--- src/rtl/msi_pkg.sv ---
// Package: shared constants and types for the MSI address composer.
// Assumes 32-bit configuration words and the field layout given in the brief.
package msi_pkg;

    // Write selector encodings on cfg_sel.
    localparam logic [1:0] SEL_LO  = 2'd0;
    localparam logic [1:0] SEL_HI  = 2'd1;
    localparam logic [1:0] SEL_GEN = 2'd2;

    // Bits of the high configuration word that software can set.
    localparam logic [31:0] HI_WR_MASK = 32'h9F77_FFFF;
    localparam int          LOCK_BIT   = 31;

    // Target word field widths.
    localparam int HART_W  = 14;
    localparam int GUEST_W = 6;
    localparam int EIID_W  = 11;

    // Page offset width of the final byte address.
    localparam int PAGE_SHIFT = 12;

    // Geometry carried by the high configuration word.
    typedef struct packed {
        logic [4:0] grp_shift;
        logic [2:0] hart_shift;
        logic [2:0] grp_width;
        logic [3:0] hart_width;
    } msi_geom_t;

endpackage

--- src/rtl/msi_cfg_regs.sv ---
// Module: holds the two address-configuration words.
// The high word is masked to its defined fields on write. Once its lock bit is
// set, both words ignore writes until reset. Generate writes (SEL_GEN) never
// touch these words.
module msi_cfg_regs
    import msi_pkg::*;
(
    input  logic        clk,
    input  logic        rst_n,
    input  logic        wr_en,
    input  logic [1:0]  wr_sel,
    input  logic [31:0] wr_data,
    output logic [31:0] cfg_lo,
    output logic [31:0] cfg_hi
);

    logic locked;
    assign locked = cfg_hi[LOCK_BIT];

    // Update the configuration words on unlocked writes.
    always_ff @(posedge clk) begin
        if (!rst_n) begin
            cfg_lo <= '0;
            cfg_hi <= '0;
        end else if (wr_en && !locked) begin
            if (wr_sel == SEL_LO) begin
                cfg_lo <= wr_data;
            end else if (wr_sel == SEL_HI) begin
                cfg_hi <= wr_data & HI_WR_MASK;
            end
        end
    end

endmodule

--- src/rtl/msi_addr_pack.sv ---
// Module: combinational packing of hart, guest and base page into a byte address.
// Assumes the geometry values are already extracted. Shift amounts are bounded
// by the field widths, so every term fits inside 64 bits.
module msi_addr_pack
    import msi_pkg::*;
(
    input  logic [31:0]        base_lo,
    input  logic [11:0]        base_hi,
    input  msi_geom_t          geom,
    input  logic [HART_W-1:0]  hart,
    input  logic [GUEST_W-1:0] guest,
    output logic [63:0]        addr
);

    logic [63:0] base_term;
    logic [63:0] grp_term;
    logic [63:0] hart_term;
    logic [63:0] guest_term;
    logic [63:0] hart_wide;
    logic [63:0] grp_idx;
    logic [6:0]  grp_pos;
    logic [63:0] page;

    // Form the four page-number terms and combine them.
    always_comb begin
        hart_wide  = {{(64-HART_W){1'b0}}, hart};
        base_term  = {20'b0, base_hi, base_lo};
        grp_idx    = (hart_wide >> geom.hart_width) &
                     ((64'd1 << geom.grp_width) - 64'd1);
        grp_pos    = {2'b0, geom.grp_shift} + 7'd12;
        grp_term   = grp_idx << grp_pos;
        hart_term  = (hart_wide & ((64'd1 << geom.hart_width) - 64'd1))
                     << geom.hart_shift;
        guest_term = {{(64-GUEST_W){1'b0}}, guest} &
                     ((64'd1 << geom.hart_shift) - 64'd1);
        page       = base_term | grp_term | hart_term | guest_term;
        addr       = page << PAGE_SHIFT;
    end

endmodule

--- src/rtl/msi_src_arb.sv ---
// Module: per-source pending flags and a fixed ascending-priority pick.
// A source is eligible when it is pending, enabled and the domain is enabled.
// The chosen source's flag clears when take is high. A trigger in the same
// cycle sets the flag again.
module msi_src_arb #(
    parameter int NUM_SRC = 8,
    localparam int IDX_W  = (NUM_SRC > 1) ? $clog2(NUM_SRC) : 1
) (
    input  logic               clk,
    input  logic               rst_n,
    input  logic [NUM_SRC-1:0] trig,
    input  logic [NUM_SRC-1:0] en,
    input  logic               dom_en,
    input  logic               take,
    output logic               any,
    output logic [IDX_W-1:0]   idx,
    output logic [NUM_SRC-1:0] grant
);

    logic [NUM_SRC-1:0] pend;
    logic [NUM_SRC-1:0] eligible;
    logic [NUM_SRC-1:0] pick;

    assign eligible = pend & en & {NUM_SRC{dom_en}};

    // Lowest-index eligible source wins.
    always_comb begin
        any  = 1'b0;
        idx  = '0;
        pick = '0;
        for (int i = NUM_SRC - 1; i >= 0; i--) begin
            if (eligible[i]) begin
                any  = 1'b1;
                idx  = IDX_W'(i);
                pick = NUM_SRC'(1) << i;
            end
        end
    end

    assign grant = take ? pick : '0;

    // Set pending on triggers, clear it on the granted source.
    always_ff @(posedge clk) begin
        if (!rst_n) begin
            pend <= '0;
        end else begin
            pend <= (pend & ~grant) | trig;
        end
    end

endmodule

--- src/rtl/msi_addr_composer.sv ---
// Module: top of the MSI address composer.
// Chooses the next request (a generate write first, then the lowest eligible
// source), packs its address and data, and holds them in a one-entry output
// stage. The stage stays stable until msg_ready is seen.
// Assumes NUM_SRC >= 2 and that src_target is stable while a source is pending.
module msi_addr_composer
    import msi_pkg::*;
#(
    parameter int NUM_SRC       = 8,
    parameter int MACHINE_LEVEL = 0,
    localparam int IDX_W        = (NUM_SRC > 1) ? $clog2(NUM_SRC) : 1
) (
    input  logic                  clk,
    input  logic                  rst_n,
    input  logic                  dom_en,
    input  logic [NUM_SRC-1:0]    src_trig,
    input  logic [NUM_SRC-1:0]    src_en,
    input  logic [NUM_SRC*32-1:0] src_target,
    input  logic                  cfg_we,
    input  logic [1:0]            cfg_sel,
    input  logic [31:0]           cfg_wdata,
    input  logic                  msg_ready,
    output logic                  msg_valid,
    output logic [63:0]           msg_addr,
    output logic [31:0]           msg_data,
    output logic [31:0]           cfg_lo_o,
    output logic [31:0]           cfg_hi_o
);

    logic [31:0]        cfg_lo;
    logic [31:0]        cfg_hi;
    msi_geom_t          geom;
    logic               arb_any;
    logic [IDX_W-1:0]   arb_idx;
    logic [NUM_SRC-1:0] arb_grant;
    logic               load;
    logic               src_take;
    logic               gen_wr;
    logic               gen_pend;
    logic [HART_W-1:0]  gen_hart;
    logic [EIID_W-1:0]  gen_eiid;
    logic [31:0]        sel_tgt;
    logic [GUEST_W-1:0] src_guest;
    logic [HART_W-1:0]  nxt_hart;
    logic [GUEST_W-1:0] nxt_guest;
    logic [EIID_W-1:0]  nxt_eiid;
    logic [63:0]        nxt_addr;
    logic               unused_guest;
    logic               unused_bits;

    // Configuration words.
    msi_cfg_regs u_cfg (
        .clk     (clk),
        .rst_n   (rst_n),
        .wr_en   (cfg_we),
        .wr_sel  (cfg_sel),
        .wr_data (cfg_wdata),
        .cfg_lo  (cfg_lo),
        .cfg_hi  (cfg_hi)
    );

    assign cfg_lo_o = cfg_lo;
    assign cfg_hi_o = cfg_hi;

    // Geometry field extraction from the high word.
    assign geom.grp_shift  = cfg_hi[28:24];
    assign geom.hart_shift = cfg_hi[22:20];
    assign geom.grp_width  = cfg_hi[18:16];
    assign geom.hart_width = cfg_hi[15:12];

    // The output stage can take a new entry when empty or being drained.
    assign load     = !msg_valid || msg_ready;
    assign src_take = load && !gen_pend && arb_any;

    // Source pending flags and priority pick.
    msi_src_arb #(.NUM_SRC(NUM_SRC)) u_arb (
        .clk    (clk),
        .rst_n  (rst_n),
        .trig   (src_trig),
        .en     (src_en),
        .dom_en (dom_en),
        .take   (src_take),
        .any    (arb_any),
        .idx    (arb_idx),
        .grant  (arb_grant)
    );

    // Target word of the chosen source.
    assign sel_tgt = src_target[{arb_idx, 5'b0} +: 32];

    // A machine-level domain drops the guest index; otherwise take it from the target.
    generate
        if (MACHINE_LEVEL != 0) begin : g_mlvl
            assign src_guest    = '0;
            assign unused_guest = ^sel_tgt[17:12];
        end else begin : g_slvl
            assign src_guest    = sel_tgt[17:12];
            assign unused_guest = 1'b0;
        end
    endgenerate

    assign unused_bits = ^{unused_guest, sel_tgt[11], cfg_hi[31:29],
                           cfg_hi[23], cfg_hi[19], arb_grant};

    // Generate-register request capture; served ahead of sources.
    assign gen_wr = cfg_we && (cfg_sel == SEL_GEN);

    always_ff @(posedge clk) begin
        if (!rst_n) begin
            gen_pend <= 1'b0;
            gen_hart <= '0;
            gen_eiid <= '0;
        end else begin
            gen_pend <= gen_wr || (gen_pend && !load);
            if (gen_wr) begin
                gen_hart <= cfg_wdata[31:18];
                gen_eiid <= cfg_wdata[EIID_W-1:0];
            end
        end
    end

    // Fields of the request being loaded next.
    assign nxt_hart  = gen_pend ? gen_hart : sel_tgt[31:18];
    assign nxt_guest = gen_pend ? '0       : src_guest;
    assign nxt_eiid  = gen_pend ? gen_eiid : sel_tgt[EIID_W-1:0];

    // Address packing.
    msi_addr_pack u_pack (
        .base_lo (cfg_lo),
        .base_hi (cfg_hi[11:0]),
        .geom    (geom),
        .hart    (nxt_hart),
        .guest   (nxt_guest),
        .addr    (nxt_addr)
    );

    // Output stage: loads when free, holds under back-pressure.
    always_ff @(posedge clk) begin
        if (!rst_n) begin
            msg_valid <= 1'b0;
            msg_addr  <= '0;
            msg_data  <= '0;
        end else if (load) begin
            msg_valid <= gen_pend || arb_any;
            if (gen_pend || arb_any) begin
                msg_addr <= nxt_addr;
                msg_data <= {{(32-EIID_W){1'b0}}, nxt_eiid};
            end
        end
    end

endmodule

--- config.mk ---
export PLATFORM = sky130hd
export DESIGN_NAME = msi_addr_composer
export DESIGN_NICKNAME = d
export VERILOG_FILES = /design/src/rtl/msi_pkg.sv /design/src/rtl/msi_cfg_regs.sv /design/src/rtl/msi_addr_pack.sv /design/src/rtl/msi_src_arb.sv /design/src/rtl/msi_addr_composer.sv
export SDC_FILE = /design/constraint.sdc
export NUM_CORES = 1
export LEC_CHECK = 0
export BUFFER_PORTS_ARGS = -buffer_cell sky130_fd_sc_hd__clkbuf_2
export CAP_MARGIN = 20
export CORE_AREA = 2 2 183 185
export CTS_CLUSTER_DIAMETER = 60
export DETAILED_ROUTE_END_ITERATION = 8
export DIE_AREA = 0 0 185 187
export PLACE_DENSITY_LB_ADDON = 0.25
export SLEW_MARGIN = 20
export SYNTH_ARGS = -nofsm -noshare
export SYNTH_HDL_FRONTEND = slang
export SYNTH_HIERARCHICAL = 1
export SYNTH_SLANG_ARGS = --single-unit
--- constraint.sdc ---
create_clock -name clk -period 6.1 [get_ports clk]
set_input_delay 0.915 -clock clk [delete_from_list [all_inputs] [get_ports clk]]
set_output_delay 0.915 -clock clk [all_outputs]
set_load 0.02 [all_outputs]
; ---- Yosys cells after proc, flatten, opt, wreduce, memory -nomap -nowiden
; Cells that the tools add are included.
[op_classes]
n_addsub = 4
eq_ne = 2
shifts = 7
n_mux = 28
n_bitwise = 12
reduce_logical = 16
[ops]
columns = operator, count
row1 = indexed part select 256 x 9 -> 32 bit, 1
row2 = subtractor 64 x 1 -> 64 bit (second input constant), 2
row3 = bitwise OR 52 bit, 2
row4 = two-way mux 8 bit, 9
row5 = bitwise AND 14 x 64 -> 64 bit, 1
row6 = bitwise AND 64 bit, 1
row7 = left shift 1 x 3 -> 64 bit (first input constant), 1
row8 = left shift 1 x 4 -> 64 bit (first input constant), 1
row9 = left shift 64 x 3 -> 52 bit, 1
row10 = left shift 64 x 7 -> 52 bit, 1
row11 = right shift 14 x 4 -> 64 bit, 1
row12 = bitwise AND 6 x 52 -> 52 bit, 1
row13 = bitwise OR 44 x 52 -> 52 bit, 1
row14 = left shift 1 x 3 -> 52 bit (first input constant), 1
row15 = subtractor 52 x 1 -> 52 bit (second input constant), 1
row16 = bitwise AND 8 bit, 3
row17 = two-way mux 3 bit, 8
row18 = two-way mux 14 bit, 1
row19 = two-way mux 11 bit, 1
row20 = two-way mux 1 bit, 8
row21 = inverter 8 bit, 1
row22 = bitwise OR 8 bit, 1
row23 = adder 5 x 4 -> 6 bit (second input constant), 1
row24 = two-way mux 6 bit, 1
row25 = 9 further kinds, 19
[totals]
regBits = 158
input_bits = 311
output_inout_bits = 161
elab_cells = 78

; ---- Longest topological paths before layout
; Gate-level depths: netlist (run 1).
[depth]
ltp_word = 18
depth_mapped = 18
depth_no_buf = 16

; ---- Cells and area by module
; The synthesis (run 1) kept the hierarchy.
[modules_own_cells]
columns = mod, n_inst, cells_per_inst, area_per_inst_um2, seq_area_each_um2
row1 = msi_addr_composer, 1, 619, 5949.5, 2042.0
row2 = msi_addr_pack, 1, 526, 3443.3, 0.0
row3 = msi_cfg_regs, 1, 235, 2318.5, 1201.2
row4 = msi_src_arb, 1, 70, 521.8, 160.2

; ---- Worst setup path after synthesis (run 1)
; Ideal clock, no wire load.
[synth_timing]
kind = in2reg
start = in src_en[6]
end = reg msg_addr[17]
setup_ns = 0.116
arrival_ns = 4.564
t_required_ns = 5.984
path_slack_ns = 1.419
cell_stages = 18
n_path_buf = 2
cell_sequence = nand2_1 > nand3_1 > a22o_1 > a31oi_1 > buf_6 > buf_2 > mux4_2 > mux2i_1 > o21ai_1 > mux2_4 > a222oi_1 > o221ai_2 > a32oi_2 > o221a_2 > nor2_1 > a2111o_1 > nand2_1 > a21boi_1
[synth_via]
elab_chain_cells = 17
word_cells_on_any_way = 30
classes_between = shift (4) / mux (16) / bitwise (8) / reduce/logical (2)
[synth_lines]
columns = element, line_no
row1 = "start, declared", msi_addr_composer.sv:17  ; input logic [NUM_SRC-1:0] src_en,
row2 = bitwise AND 8 bit * (2 in series), msi_src_arb.sv:24  ; assign eligible = pend & en & {NUM_SRC{dom_en}};
row3 = two-way mux 3 bit * (7 in series), msi_src_arb.sv:32  ; if (eligible[i]) begin
row4 = via arb_idx[0], msi_addr_composer.sv:34  ; logic [IDX_W-1:0] arb_idx;
row5 = indexed part select 256 x 9 -> 32 bit *, msi_addr_composer.sv:89  ; assign sel_tgt = src_target[{arb_idx, 5'b0} +: 32];
row6 = two-way mux 14 bit *, msi_addr_composer.sv:123  ; assign nxt_hart = gen_pend ? gen_hart : sel_tgt[31:18];
row7 = via nxt_hart[12], msi_addr_composer.sv:44  ; logic [HART_W-1:0] nxt_hart;
row8 = right shift 14 x 4 -> 64 bit, msi_addr_pack.sv:28  ; grp_idx = (hart_wide >> geom.hart_width) &
row9 = bitwise AND 64 bit, msi_addr_pack.sv:28
row10 = left shift 64 x 7 -> 52 bit, msi_addr_pack.sv:31  ; grp_term = grp_idx << grp_pos;
row11 = bitwise OR 44 x 52 -> 52 bit, msi_addr_pack.sv:36  ; page = base_term | grp_term | hart_term | guest_term;
row12 = bitwise OR 52 bit * (2 in series), msi_addr_pack.sv:36
row13 = via nxt_addr[17], msi_addr_composer.sv:47  ; logic [63:0] nxt_addr;
row14 = "end signal, assigned", msi_addr_composer.sv:146  ; msg_addr <= nxt_addr;
row15 = "end, declared", msi_addr_composer.sv:24  ; output logic [63:0] msg_addr,
; The timed path passes the listed nets; every way through them passes the cells marked *.
; A chain may end at the register's enable or synchronous reset.

; ---- Final worst setup path (run 1)
[layout_timing]
start = in dom_en
end = reg msg_addr[48]
[layout_via]
elab_chain_cells = 17
word_cells_on_any_way = 29
classes_between = shift (4) / mux (17) / bitwise (6) / reduce/logical (2)
[layout_lines]
columns = element, line_no
row1 = "start, declared", msi_addr_composer.sv:15  ; input logic dom_en,
row2 = bitwise AND 8 bit *, msi_src_arb.sv:24
row3 = two-way mux 3 bit (7 in series), msi_src_arb.sv:32
row4 = two-way mux 3 bit *, msi_src_arb.sv:32
row5 = via arb_idx[1], msi_addr_composer.sv:34
row6 = indexed part select 256 x 9 -> 32 bit *, msi_addr_composer.sv:89
row7 = two-way mux 14 bit *, msi_addr_composer.sv:123
row8 = via nxt_hart[7], msi_addr_composer.sv:44
row9 = right shift 14 x 4 -> 64 bit, msi_addr_pack.sv:28
row10 = bitwise AND 64 bit, msi_addr_pack.sv:28
row11 = left shift 64 x 7 -> 52 bit, msi_addr_pack.sv:31
row12 = bitwise OR 44 x 52 -> 52 bit, msi_addr_pack.sv:36
row13 = bitwise OR 52 bit * (2 in series), msi_addr_pack.sv:36
row14 = via nxt_addr[48], msi_addr_composer.sv:47
; Marks and branches as above.

==> results of run 1 <==
-- critical path: stages --
cell and delay [ns]:
clkbuf_2 0.24, a21boi_1 0.32, a22oi_1 0.15, nor2_4 0.46
buf_4 0.32, mux4_2 0.34, mux2i_1 0.23, o21ai_1 0.25
mux2i_1 0.25, o32ai_1 0.14, nor4b_2 0.59, o221ai_1 0.28
a31oi_2 0.48, nor2_1 0.11, or3_1 0.36, nand2_1 0.06
a21boi_1 0.05
-- routing by layer --
metal | vias to the layer above | part of all wire (%) | global-route usage, %
li1 | 5914 | - | -
met1 | 6095 | 42 | 38.0
met2 | 508 | 49 | 50.5
met3 | 77 | 6.6 | 5.32
met4 | 0 | 2.9 | 9.98
met5 | - | 0 | 0
-- metrics by stage --
step                      hold WS, ns  cells  setup WS (ns)
after floorplan                 0.435   1475           1.50
final                           0.452   2286          0.847
after detailed placement        0.444   2250          0.489
after global placement          0.441   2250          0.525
after global routing            0.468   2284          0.618
after CTS                       0.455   2282          0.965
-- final cells by class --
cell class / instances / area (um2) / area share (%)
Sequential cell: 170 / 3400 / 22.4
Clock inverter: 14 / 144 / 0.948
Inverter: 27 / 101 / 0.667
Clock buffer: 18 / 439 / 2.89
Tap cell: 448 / 561 / 3.69
Multi-Input combinational cell: 1132 / 8060 / 53.1
Antenna cell: 4 / 10.0 / 0.0659
Timing Repair Buffer: 473 / 2470 / 16.3
-- worst max path at each step --
stage | slack (ns) | depth (start not counted) | end
floorplan | 1.50 | 18 | msg_addr[17]
global placement | 0.52 | 18 | msg_addr[54]
detailed placement | 0.49 | 17 | msg_addr[43]
CTS | 0.97 | 17 | msg_addr[43]
global route | 0.62 | 18 | msg_addr[63]
finish | 0.85 | 17 | msg_addr[48]
-- state kept, by name, summed over array words and instances, names as in the netlist, 8 cells and up --
signal        count
msg_data         11
u_cfg/cfg_hi     28
gen_hart         14
gen_eiid         11
msg_addr         64
u_cfg/cfg_lo     32
u_arb/pend        8
-- power groups by stage --
stage,Combinational [mW],Sequential (mW),Clock (mW)
floorplan,0.623,1.28,0
global placement,1.01,1.24,0
detailed placement,1.02,1.24,0
CTS,1.02,1.21,1.13
global route,1.10,1.22,1.16
finish,1.03,1.21,1.10
-- placed cells by master, fill, tap and decap left out, types with 5 or more instances in the layout --
cell,instances
clkbuf_2,437
nand2_1,353
dfxtp_1,170
mux2i_1,100
a21boi_1,84
mux4_2,68
nor2_1,59
a21oi_1,39
conb_1,37
buf_4,35
o21ai_0,32
nor2b_1,30
inv_1,25
o21ai_1,21
nand3_1,21
a211o_1,19
clkbuf_16,17
nor3_1,16
mux2_2,15
a22o_1,15
o211ai_1,15
a31oi_1,13
a21boi_0,12
and2_1,10
o221ai_1,10
a211oi_1,9
or3_1,8
and3_1,8
o21a_1,8
a22oi_1,7
inv_8,6
a2bb2oi_1,6
nand2b_1,5
xor2_1,5
a221o_1,5
a221oi_1,5
==> metrics.yaml, run 1 <==
timing:
  slew_headroom_pct: 39.0
  hold_viol_final: 0
  fin_tns_setup_ns: 0
  setup_viol: 0
  fmax_mhz: 190
  drv_slew: 0
  finClkSkew_ns: 0.0229
  min_period_ns: 5.25
  post-route-period-util_pct: 86.1
  rsz0062_at_grt: "false"
  tightest_slew_ns: 0.915
worst_setup_path:
  timing.critical_path.fanout_max: 18
  r2r-start: "u_arb/pend[6]"
  required_ns: 6.45
  crit_path_start: "dom_en"
  crit_arrival_ns: 5.60
  r2r_setup_slack_ns: 1.12
  criticalPathCategory: "in2reg"
  startpoint_type: "primary input"
  reg2reg_to: "msg_addr[54]"
  r2r_cells: 17
  endpoint_kind: "flop"
detailed_routing:
  wl_per_cell_um: 22.8
  postRouteAntennaNets: 0
  drt_iter0_markers: 889
  dr.pass1.iters: 5
  drt_wl_total_um: 52200
  via_per_inst: 5.51
  drc: 0
  dr_total_vias: 12600
power:
  power_density_nw_per_um2: 220
  power.switching_mw: 1.20
  combPwrFrac_pct: 30.8
  p_int_mw: 2.14
  p_leak_nw: 6.53
  p_seq_share_pct: 36.2
  swShare_pct: 36.0
  power_mw: 3.35
  power_frac_clock_pct: 33.0
  vdd_drop_max_uv: 195
grt:
  grt_pass1_wl_um: 76800
  globalRouteTotalUtil_pct: 29.8
  grt-ovfl-total: 0
  antenna_found_initial: 4
  grt_max_degree: 102
  grt_pass1_vias: 12100
hold_path:
  hold_depth: 2
  min_path_type: "reg2reg"
  hold_start: "msg_addr[37]"
  holdPathEnd: "msg_addr[37]"
floorplanning:
  ioPinCount: 472
  die_h_um: 187
  die_width_um: 185
  rows: 67
  core_area_um2: 32900
  initial_core_util_pct: 37.1
  die_area_um2: 34600
finish:
  fin_util_pct: 46.2
  final_nets: 2136
  layout-drive-gt1-share_pct: 33.6
  fill_cells: 3346
  design_area_um2: 15200
  areaGrowthSynthToFinish_pct: 24.6
clock_network:
  cts_resized: 0
  clk_root_buffer_cell: "clkbuf_16"
  cts_buffers: 17
  postCtsHoldBufs: 0
  clk_latency_ns: 0.47
  cts_htree_levels: 4
  cts_tree: "yes"
  cts_sinks: 170
  cts_buffer_depth: 2
  postCtsSetupBuffers: 0
  clk_pin_slew_ns: 0.07
logic_synthesis:
  syn-cell-area_um2: 12200
  synth_cells: 1441
  postSynthAreaPerCell_um2: 8.45
  yosysWarnings: 6
place:
  placed_area_um2: 14600
  dp_hpwl_um: 42300
  io_buffer_count: 438
  place_congestion: 0.980
job:
  max_cap_viol_count: 0
outcome:
  status: "finished clean"
(Power assumes the default switching activity.)
==> run 2, diff against run 1 <==
CORE_AREA = 2 2 182 184   (was 2 2 183 185)
DIE_AREA = 0 0 184 186   (was 0 0 185 187)
SYNTH_HIERARCHICAL = default   (was 1)
==> metrics.yaml, run 2 <==
timing:
  setup_viol: 0  # unchanged
  post-route-period-util_pct: 83.8  # was 86.1%
  rsz0062_at_grt: "false"  # unchanged
  drv_slew: 0  # unchanged
  fmax_mhz: 196  # was 190 MHz
  slew_headroom_pct: 31.8  # was 39.0%
  min_period_ns: 5.11  # was 5.25 ns
  finClkSkew_ns: 0.0239  # was 0.0229 ns
  hold_viol_final: 0  # unchanged
  fin_ws_ns: 0.988  # was 0.847 ns
  fin_tns_setup_ns: 0  # unchanged
  hold-worst-slack_ns: 0.452  # about the same
  tightest_slew_ns: 1.02  # was 0.915 ns
logic_synthesis:
  yosysWarnings: 0  # was 6
  synth_cell_types: 99
  ys_ff_latch: 158
  ys_seq_area_share_pct: 24.6
  synth_top_area_share_pct: 24.6
  yosysMostFrequentCell: "nand2_1"
  syn-cell-area_um2: 12800  # was 12,200 um2
  synth_top_area_cell: "dfxtp_1"
  synth_area_leaders: "dfxtp_1 (25%), nand2_1 (12%), a21boi_0 (5.7%)"
  synth-edff-count: 0
  ys.flop_type: "dfxtp_1"
  synth_cells: 1843  # was 1,441
  postSynthAreaPerCell_um2: 6.97  # was 8.45 um2
  async_flop_share_pct: 0
  synth_common_cells: "nand2_1 (414), dfxtp_1 (158), nor2_1 (113)"
clock_network:
  cts_htree_levels: 4  # unchanged
  cts_tree: "yes"  # unchanged
  cts_buffers: 17  # unchanged
  cts_sinks: 158  # was 170
  clk_pin_slew_ns: 0.08  # was 0.07 ns
  postCtsSetupBuffers: 0  # unchanged
  cts_resized: 0  # unchanged
  cts_buffer_depth: 2  # unchanged
  clk_root_buffer_cell: "clkbuf_16"  # unchanged
  clk_latency_ns: 0.45  # was 0.47 ns
  postCtsHoldBufs: 0  # unchanged
grt:
  grt-ovfl-total: 0  # unchanged
  antenna_found_initial: 3  # was 4
  grt_max_degree: 109  # was 102
  grt_pass1_vias: 15000  # was 12,100
  globalRouteTotalUtil_pct: 35.8  # was 29.8%
  grt_pass1_wl_um: 93000  # was 76,800 um
finish:
  multi_input_area_um2: 8690  # was 8060 um2
  layout_common_cells: "clkbuf_2 (425), nand2_1 (413), dfxtp_1 (157)"  # was clkbuf_2 (437), nand2_1 (353), dfxtp_1 (170)
  largest-register: "msg_addr"  # unchanged
  layout-drive-gt1-share_pct: 26.4  # was 33.6%
  final_nets: 2525  # was 2,136
  largestRegisters: "msg_addr (52), u_cfg.cfg_lo (32), u_cfg.cfg_hi (28)"  # was msg_addr (64), u_cfg/cfg_lo (32), u_cfg/cfg_hi (28)
  layout.cells.non_filler: 2634  # was 2,286
  final-seq-area_um2: 3160  # was 3400 um2
  areaGrowthSynthToFinish_pct: 22.8  # was 24.6%
  mostFrequentLayoutCell: "clkbuf_2"  # unchanged
  largest_reg_flops: 52  # was 64
  fill_cells: 3348  # was 3,346
place:
  io_buffer_count: 426  # was 438
  detailedPlace.worstSlack_ns: 0.720  # was 0.489 ns
  place_inst: 2599  # was 2,250
  dp_hpwl_um: 48900  # was 42,300 um
  place_congestion: 1.03  # was 0.980
detailed_routing:
  dr_wl_met2_um: 28200  # was 25,300 um
  top_layer: "met5"  # was met4
  m1WireLength_um: 26600  # was 21,900 um
  wl_per_cell_um: 23.9  # was 22.8 um
  postRouteAntennaNets: 0  # unchanged
  drc: 0  # unchanged
  drt_iter0_markers: 1866  # was 889
  dr.pass1.iters: 6  # was 5
  wl_met3_um: 5900  # was 3440 um
  via_per_inst: 6.23  # was 5.51
  drt_wl_total_um: 62900  # was 52,200 um
  dr_total_vias: 16400  # was 12,600
floorplanning:
  core_area_um2: 32200  # was 32,900 um2
  die_area_um2: 34200  # was 34,600 um2
  rows: 66  # was 67
  initial_core_util_pct: 39.9  # was 37.1%
  ioPinCount: 472  # unchanged
  die_h_um: 186  # was 187 um
  die_width_um: 184  # was 185 um
worst_setup_path:
  cp_common_cell: "o21ai_0"
  r2r_cells: 12  # was 17
  endpoint_kind: "flop"  # unchanged
  crit_path_top_delay_cell: "nor4_1"  # was nor4b_2
  r2r_setup_slack_ns: 1.26  # was 1.12 ns
  slowest_delay_ns: 0.62  # was 0.59 ns
  r2r-start: "u_arb.pend[2]"  # was u_arb/pend[6]
  reg2reg_to: "msg_addr[33]"  # was msg_addr[54]
  startpoint_type: "primary input"  # unchanged
  crit_arrival_ns: 5.48  # was 5.60 ns
  timing.critical_path.fanout_max: 25  # was 18
  path_cells: "clkbuf_2 > a21boi_4 > and3_2 > a22o_4 > a2111oi_0 > a311o_1 > nor2_1 > o221ai_1 > nor4_1 > o21ai_0 > o21ai_0 > a211oi_1 > a31oi_1"  # was clkbuf_2 > a21boi_1 > a22oi_1 > nor2_4 > buf_4 > mux4_2 > mux2i_1 > o21ai_1 > mux2i_1 > o32ai_1 > nor4b_2 > o221ai_1 > a31oi_2 > nor2_1 > or3_1 > nand2_1 > a21boi_1
  criticalPathCategory: "in2reg"  # unchanged
  required_ns: 6.47  # was 6.45 ns
power:
  vdd_drop_max_uv: 140  # was 195 uV
  p_leak_nw: 6.52  # was 6.53 nW
  power_density_nw_per_um2: 222  # was 220 nW/um2
hold_path:
  min_path_type: "reg2reg"  # unchanged
  hold_depth: 2  # unchanged
  hold_start: "msg_addr[63]"  # was msg_addr[37]
  holdPathEnd: "msg_addr[63]"  # was msg_addr[37]
job:
  max_cap_viol_count: 0  # unchanged
outcome:
  status: "finished clean"  # unchanged
[run 2: cell count changes in the layout (fill, tap and decap cells not counted), sizes merged, moves of 18 or more]
cell and change:
a21oi +49, o31ai +18, o211ai +26, nor3 +62, o21ai +48, nand2 +62
mux2i -83, nor4 +26, nor2 +52, a311oi +25, nand3 +50, buf +34
mux4 -67
[run 2: kinds of logic (layout without fill, tap and decap cells)]
group | after synthesis | in the layout | synth area share [%]
AO/OA/AOI/OAI | 598 | 598 | 33.8
XOR/XNOR | 5 | 5 | 0.341
adder cells (fa/ha/maj) | 4 | 4 | 0.389
buffers and inverters | 217 | 561 | 8.93
flip-flops | 158 | 158 | 24.6
multiplexers | 30 | 30 | 2.58
other | 1 | 40 | 0.0292
AND/OR/NAND/NOR | 830 | 830 | 29.4
[run 2: worst max-delay path: cells and delay by family]
kind                   cells  cell delay [ns]
AND/OR/NAND/NOR            3             1.50
AO/OA/AOI/OAI              9             2.86
buffers and inverters      1             0.18
[run 2: how the worst max path moves through the flow]
stage	startpoint	to	slack [ns]	depth (start not counted)
final	dom_en	msg_addr[33]	0.99	13
after global routing	dom_en	msg_addr[33]	0.71	15
after global placement	dom_en	msg_addr[24]	0.73	15
after CTS	dom_en	msg_addr[24]	1.16	15
after floorplan	src_en[2]	msg_addr[34]	1.85	13
after detailed placement	dom_en	msg_addr[24]	0.72	15
[run 2: where the power goes]
group	total, mW	switching, mW	leakage [nW]	internal, mW
combinational	1.20	0.787	4.93	0.413
sequential	1.17	0.0675	1.29	1.10
clock	1.13	0.566	0.304	0.568
[run 2: final cells by class]
class	count	area share, %
antenna	3	0.0476
sequential	158	20.1
clock buffer	17	2.70
clock inverter	15	1.31
tap	408	3.24
inverter	34	0.809
multi-input combinational	1504	55.0
timing repair buffer	495	16.8
[run 2: per-layer routing]
metal  vias up  track usage [%]
li1       7461                -
met1      7861             48.2
met2       955             56.9
met3       132             7.24
met4         2             12.2
met5         -                0
[run 2: per-stage QoR]
step | util [%] | cell area [um2] | total power, mW
floorplan | - | 13000 | 1.91
global placement | 47.0 | 15100 | 2.35
detailed placement | 47.0 | 15100 | 2.36
CTS | 49.0 | 15800 | 3.48
global route | 49.0 | 15800 | 3.64
finish | 49.0 | 15800 | 3.50
